File: src/rtl/ppe_pkg.sv
package ppe_pkg;

  // Number of merge levels for a vector of the given width.
  function automatic int ppe_levels(input int width);
    return $clog2(width);
  endfunction

  // True when the width is a power of two of at least two.
  function automatic bit ppe_width_ok(input int width);
    return (width >= 2) && ((width & (width - 1)) == 0);
  endfunction

endpackage

File: src/rtl/ppe_merge.sv
// Combinational merge of one pair of tree entries.
module ppe_merge #(
  parameter int IDX_W = 4,
  parameter int BIT   = 0
) (
  input  logic             lo_hit,
  input  logic [IDX_W-1:0] lo_idx,
  input  logic             hi_hit,
  input  logic [IDX_W-1:0] hi_idx,
  output logic             hit,
  output logic [IDX_W-1:0] idx
);

  logic [IDX_W-1:0] hi_marked;

  always_comb begin
    hi_marked      = hi_idx;
    hi_marked[BIT] = 1'b1;
    hit            = lo_hit | hi_hit;
    if (lo_hit)      idx = lo_idx;
    else if (hi_hit) idx = hi_marked;
    else             idx = '0;
  end

endmodule

File: src/rtl/ppe_stage.sv
// One registered level of the reduction tree: IN_CNT entries in, IN_CNT/2 out.
module ppe_stage #(
  parameter int IN_CNT = 16,
  parameter int IDX_W  = 4,
  parameter int LEVEL  = 0
) (
  input  logic                         clk,
  input  logic                         rst_n,
  input  logic                         in_valid,
  input  logic [IN_CNT-1:0]            in_hit,
  input  logic [IN_CNT-1:0][IDX_W-1:0] in_idx,
  output logic                         out_valid,
  output logic [IN_CNT/2-1:0]          out_hit,
  output logic [IN_CNT/2-1:0][IDX_W-1:0] out_idx
);

  localparam int OUT_CNT = IN_CNT / 2;

  logic [OUT_CNT-1:0]            m_hit;
  logic [OUT_CNT-1:0][IDX_W-1:0] m_idx;

  for (genvar j = 0; j < OUT_CNT; j++) begin : g_pair
    ppe_merge #(.IDX_W(IDX_W), .BIT(LEVEL)) u_merge (
      .lo_hit (in_hit[2*j]),
      .lo_idx (in_idx[2*j]),
      .hi_hit (in_hit[2*j+1]),
      .hi_idx (in_idx[2*j+1]),
      .hit    (m_hit[j]),
      .idx    (m_idx[j])
    );
  end

  always_ff @(posedge clk or negedge rst_n) begin
    if (!rst_n) begin
      out_valid <= 1'b0;
      out_hit   <= '0;
      out_idx   <= '0;
    end else begin
      out_valid <= in_valid;
      out_hit   <= m_hit;
      out_idx   <= m_idx;
    end
  end

  // a valid result at this level came from a valid entry one cycle earlier
  p_valid_src_r2: assert property (@(posedge clk) disable iff (!rst_n)
    ($past(rst_n) && out_valid) |-> $past(in_valid));

  // an accepted vector moves on to the next level
  p_valid_fwd_r7: assert property (@(posedge clk) disable iff (!rst_n)
    in_valid |=> out_valid);

  for (genvar j = 0; j < OUT_CNT; j++) begin : g_chk
    // an entry without a hit carries a zero index into the next level
    p_miss_zero_r4: assert property (@(posedge clk) disable iff (!rst_n)
      !out_hit[j] |-> (out_idx[j] == '0));
    if (LEVEL + 1 < IDX_W) begin : g_hi
      // index bits above this level have not been decided yet and stay zero
      p_idx_width_r1: assert property (@(posedge clk) disable iff (!rst_n)
        out_idx[j][IDX_W-1:LEVEL+1] == '0);
    end
  end

endmodule

File: src/rtl/prio_enc_pipe.sv
module prio_enc_pipe
  import ppe_pkg::*;
#(
  parameter int VEC_W = 16,
  localparam int LVL   = ppe_levels(VEC_W),
  localparam int IDX_W = LVL
) (
  input  logic             clk,
  input  logic             rst_n,
  input  logic             in_valid,
  input  logic [VEC_W-1:0] in_vec,
  output logic             out_valid,
  output logic             out_hit,
  output logic [IDX_W-1:0] out_idx
);

  initial begin
    p_width_ok_r1: assert (ppe_width_ok(VEC_W));
  end

  for (genvar s = 0; s <= LVL; s++) begin : g_lvl
    localparam int CNT = VEC_W >> s;
    logic                 vld;
    logic [CNT-1:0]       hit;
    logic [CNT-1:0][IDX_W-1:0] idx;

    if (s == 0) begin : g_in
      assign vld = in_valid;
      assign hit = in_vec;
      assign idx = '0;
    end else begin : g_st
      ppe_stage #(
        .IN_CNT (VEC_W >> (s - 1)),
        .IDX_W  (IDX_W),
        .LEVEL  (s - 1)
      ) u_stage (
        .clk       (clk),
        .rst_n     (rst_n),
        .in_valid  (g_lvl[s-1].vld),
        .in_hit    (g_lvl[s-1].hit),
        .in_idx    (g_lvl[s-1].idx),
        .out_valid (vld),
        .out_hit   (hit),
        .out_idx   (idx)
      );
    end
  end

  assign out_valid = g_lvl[LVL].vld;
  assign out_hit   = g_lvl[LVL].hit[0];
  assign out_idx   = g_lvl[LVL].idx[0];

  // a valid miss reports index zero at the block's edge
  p_out_miss_r4: assert property (@(posedge clk) disable iff (!rst_n)
    (out_valid && !out_hit) |-> (out_idx == '0));

endmodule

File: config.mk
export PLATFORM = sky130hd
export DESIGN_NAME = prio_enc_pipe
export DESIGN_NICKNAME = d
export VERILOG_FILES = /design/src/rtl/ppe_pkg.sv /design/src/rtl/ppe_merge.sv /design/src/rtl/ppe_stage.sv /design/src/rtl/prio_enc_pipe.sv
export SDC_FILE = /design/constraint.sdc
export NUM_CORES = 1
export LEC_CHECK = 0
export ABC_AREA = 1
export BUFFER_PORTS_ARGS = -buffer_cell sky130_fd_sc_hd__buf_2
export CORE_MARGIN = 3
export CORE_UTILIZATION = 45
export DETAILED_ROUTE_END_ITERATION = 10
export PLACE_DENSITY = 0.76
export SLEW_MARGIN = 15
export SYNTH_ARGS = -nofsm -noshare
export SYNTH_HDL_FRONTEND = slang
export SYNTH_SLANG_ARGS = --single-unit
File: constraint.sdc
create_clock -name clk -period 1.59 [get_ports clk]
set_input_delay 0.2385 -clock clk [delete_from_list [all_inputs] [get_ports clk]]
set_output_delay 0.2385 -clock clk [all_outputs]
set_load 0.005 [all_outputs]
==> impl_metrics.sql <==
INSERT INTO impl_metrics (metric_group, metric, value, unit) VALUES
('status', 'status', 'finished clean', ''),
('route', 'detailedRoute.firstIterationViolations', '16', ''),
('logic_synthesis', 'synth_area_per_cell', '11.4', 'um2'),
('placement', 'detailed_place.area', '0.00167', 'mm2'),
('die', 'io-pin-count', '25', ''),
('die', 'floorplan.die.width', '63.3', 'um'),
('power', 'share_seq_of_total_power', '59.8', '%'),
('placement', 'place.detailed.hpwl', '1340', 'um'),
('route', 'drt.antenna.violating_nets', '0', ''),
('logic_synthesis', 'ys_ff_latch', '45', ''),
('route', 'route.met3.wl', '99', 'um'),
('power', 'net-switching-power', '409', 'uW'),
('grt', 'globalRouteOverflowTotal', '0', ''),
('run', 'cap_violations', '0', ''),
('logic_synthesis', 'post_synth_fa_ha_maj_area_fraction', '0', '%'),
('cts', 'cts_made_buffers', '5', ''),
('cts', 'cts.path.max_buffers', '2', ''),
('critical_path', 'critical_path_buf_inv_count', '1', ''),
('die', 'dieArea', '0.00401', 'mm2'),
('timing', 'period_minus_slack', '1.08', 'ns'),
('critical_path', 'critPathTopFamily', 'flip-flops', ''),
('route', 'met1_length', '647', 'um'),
('cts', 'clk_lat_worst_skew', '0.34', 'ns'),
('logic_synthesis', 'yosysSeqAreaShare', '76.1', '%'),
('route', 'route.vias.total', '898', ''),
('layout', 'antenna_diode_count', '0', ''),
('hold_path', 'holdCritPathClass', 'in2reg', ''),
('critical_path', 'cpMaxStageDelayCell', 'sky130_fd_sc_hd__dfrtp_1', ''),
('critical_path', 'critical_path_peak_fanout', '1', ''),
('grt', 'via_count_of_the_first_global_routing_pass', '903', ''),
('timing', 'timing_max_transition_violations_final', '0', ''),
('critical_path', 'critical_path_source_type', 'register', ''),
('power', 'switching_share', '20.2', '%'),
('critical_path', 'critical_path_class', 'reg2out', ''),
('critical_path', 'worstPathCellList', 'buf_2', ''),
('cts', 'clock_tree.htree_level_count', '2', ''),
('cts', 'path_clk_slew', '0.12', 'ns'),
('timing', 'report.final.setup_viol', '0', ''),
('logic_synthesis', 'syn-num-nets', '149', ''),
('timing', 'timing.max_slew.rel_slack', '85.2', '%'),
('route', 'detail_route.wl_per_cell', '8.68', 'um'),
('grt', 'grt_start_max_net_pins', '46', ''),
('placement', 'gp_routability_congestion', '0.734', ''),
('cts', 'post_cts.resized_instances', '0', ''),
('route', 'totalWireLength', '1810', 'um'),
('timing', 'finalCritPeriodShare', '67.8', '%'),
('layout', 'fill_cells', '264', ''),
('layout', 'ratio_of_cells_with_drive_above_1_in_the_final_layout', '25.5', '%'),
('power', 'power.combinational.fraction', '5.3', '%'),
('logic_synthesis', 'post_synth_mux_area_share', '0', '%'),
('route', 'detailroute.wirelength.met2', '1010', 'um'),
('power', 'internal_power', '1620', 'uW'),
('timing', 'number_of_failing_hold_endpoints_at_the_final_stage', '0', ''),
('route', 'vias_per_cell', '4.30', ''),
('layout', 'layout.nets', '183', ''),
('logic_synthesis', 'synthesis.instances', '130', ''),
('logic_synthesis', 'synth_compound_gate_area_share', '0', '%'),
('die', 'die_h', '63.3', 'um'),
('logic_synthesis', 'yosys.area_share.simple', '18.3', '%'),
('power', 'total_leakage_power', '0.00100', 'uW'),
('route', 'top_metal_used', 'met4', ''),
('power', 'power.share.clock', '34.9', '%'),
('critical_path', 'arr_time_crit_path', '0.84', 'ns'),
('power', 'largest_voltage_drop_on_the_vdd_net', '0.880', 'mV'),
('route', 'post-route-drc-count', '0', ''),
('cts', 'cts_tree', 'done', ''),
('die', 'floorplan.core_area', '0.00310', 'mm2'),
('timing', 'grt_setup_unrepaired', 'false', ''),
('grt', 'wire_length_of_the_first_global_routing_pass', '3410', 'um'),
('timing', 'max_slew.worst_pin.slew', '0.222', 'ns'),
('logic_synthesis', 'synth_top_family_by_area', 'simple AND/OR/NAND/NOR gates', '');
-- layer usage --
layer	track usage, %	up-vias
met2	20.9	23
met4	8.89	0
met1	9.66	419
li1	-	451
met5	0	-
met3	3.74	5
-- flip-flops by register name, summed over array words and instances, names as in the netlist --
register and flops:
g_lvl.g_st.u_stage.out_idx 26, g_lvl.g_st.u_stage.out_hit 15, g_lvl.g_st.u_stage.out_valid 4
-- cell families (layout without fill, tap and decap cells) --
group / Yosys count / count (layout)
buf+inv: 22 / 57
flops: 45 / 45
simple gates: 63 / 63
-- synthesized netlist by cell type --
master	n	share of area, %
sky130_fd_sc_hd__nand3_1	11	3.7
sky130_fd_sc_hd__or2_2	8	3.4
sky130_fd_sc_hd__dfrtp_1	45	76
sky130_fd_sc_hd__inv_1	21	5.3
sky130_fd_sc_hd__nor2_1	15	3.8
sky130_fd_sc_hd__nand2_1	29	7.4
sky130_fd_sc_hd__inv_2	1	0.25
-- through the flow --
stage	utilization [%]	setup WS [ns]	hold WS, ns	total power (uW)	std cells
after detailed placement	54.0	0.837	0.228	1340	199
final	57.5	0.513	0.0358	2030	209
after global placement	54.0	0.846	0.224	1330	199
after floorplan	-	0.938	-0.0571	1280	130
after CTS	57.5	0.489	0.0213	2050	209
after global routing	57.5	0.454	0.0116	2130	209
-- final timing paths --
path	cells past startpoint	from	slack (ns)	end
worst min register to register	0	g_lvl[2].g_st.u_stage.out_valid	0.36	g_lvl[3].g_st.u_stage.out_valid
worst max register to register	3	g_lvl[3].g_st.u_stage.out_hit[0]	0.86	g_lvl[4].g_st.u_stage.out_idx[0]
max in group asynchronous	3	rst_n	1.00	g_lvl[1].g_st.u_stage.out_hit[5]
worst min-delay path	2	in_vec[4]	0.04	g_lvl[1].g_st.u_stage.out_idx[8]
worst max-delay path	1	g_lvl[4].g_st.u_stage.out_valid	0.51	out_valid
min in group asynchronous	3	rst_n	0.39	g_lvl[3].g_st.u_stage.out_idx[5]
-- worst register-to-register path: cells and delay by family (launching register included) --
family	cells	cell delay (ns)
flops	1	0.44
simple gates	2	0.12
buf+inv	1	0.07
-- power by group through the flow --
| stage | combinational, uW | clock, uW | sequential [uW] |
|---|---|---|---|
| floorplan | 41.3 | 0 | 1230 |
| global placement | 99.2 | 0 | 1240 |
| detailed placement | 106 | 0 | 1240 |
| CTS | 110 | 726 | 1210 |
| global route | 126 | 781 | 1220 |
| finish | 107 | 708 | 1210 |
-- cell usage in the layout, fill, tap and decap left out --
cell                            Yosys  layout
sky130_fd_sc_hd__buf_12             0       1
sky130_fd_sc_hd__buf_2              0      24
sky130_fd_sc_hd__bufinv_16          0       1
sky130_fd_sc_hd__clkbuf_4           0       5
sky130_fd_sc_hd__clkbuf_8           0       1
sky130_fd_sc_hd__clkinvlp_4         0       1
sky130_fd_sc_hd__dfrtp_1           45      45
sky130_fd_sc_hd__dlygate4sd3_1      0       2
sky130_fd_sc_hd__inv_1             21      21
sky130_fd_sc_hd__inv_2              1       1
sky130_fd_sc_hd__nand2_1           29      29
sky130_fd_sc_hd__nand3_1           11      11
sky130_fd_sc_hd__nor2_1            15      15
sky130_fd_sc_hd__or2_2              8       8
-- final cells by class --
class	count	area, um2	share of cell area [%]
sequential	45	1130	63.2
multi-input combinational	63	270	15.2
timing repair buffer	27	160	8.98
inverter	22	82.6	4.63
tap	44	55.1	3.09
clock buffer	6	51.3	2.88
clock inverter	2	37.5	2.11
-- what timing repair did --
action	in CTS	in global routing
endpoints found under the setup margin	0	0
buffers inserted	0	0
hold endpoints to repair	46	0
hold buffers	2	0
Note: power is estimated with default switching activity, not from simulation.
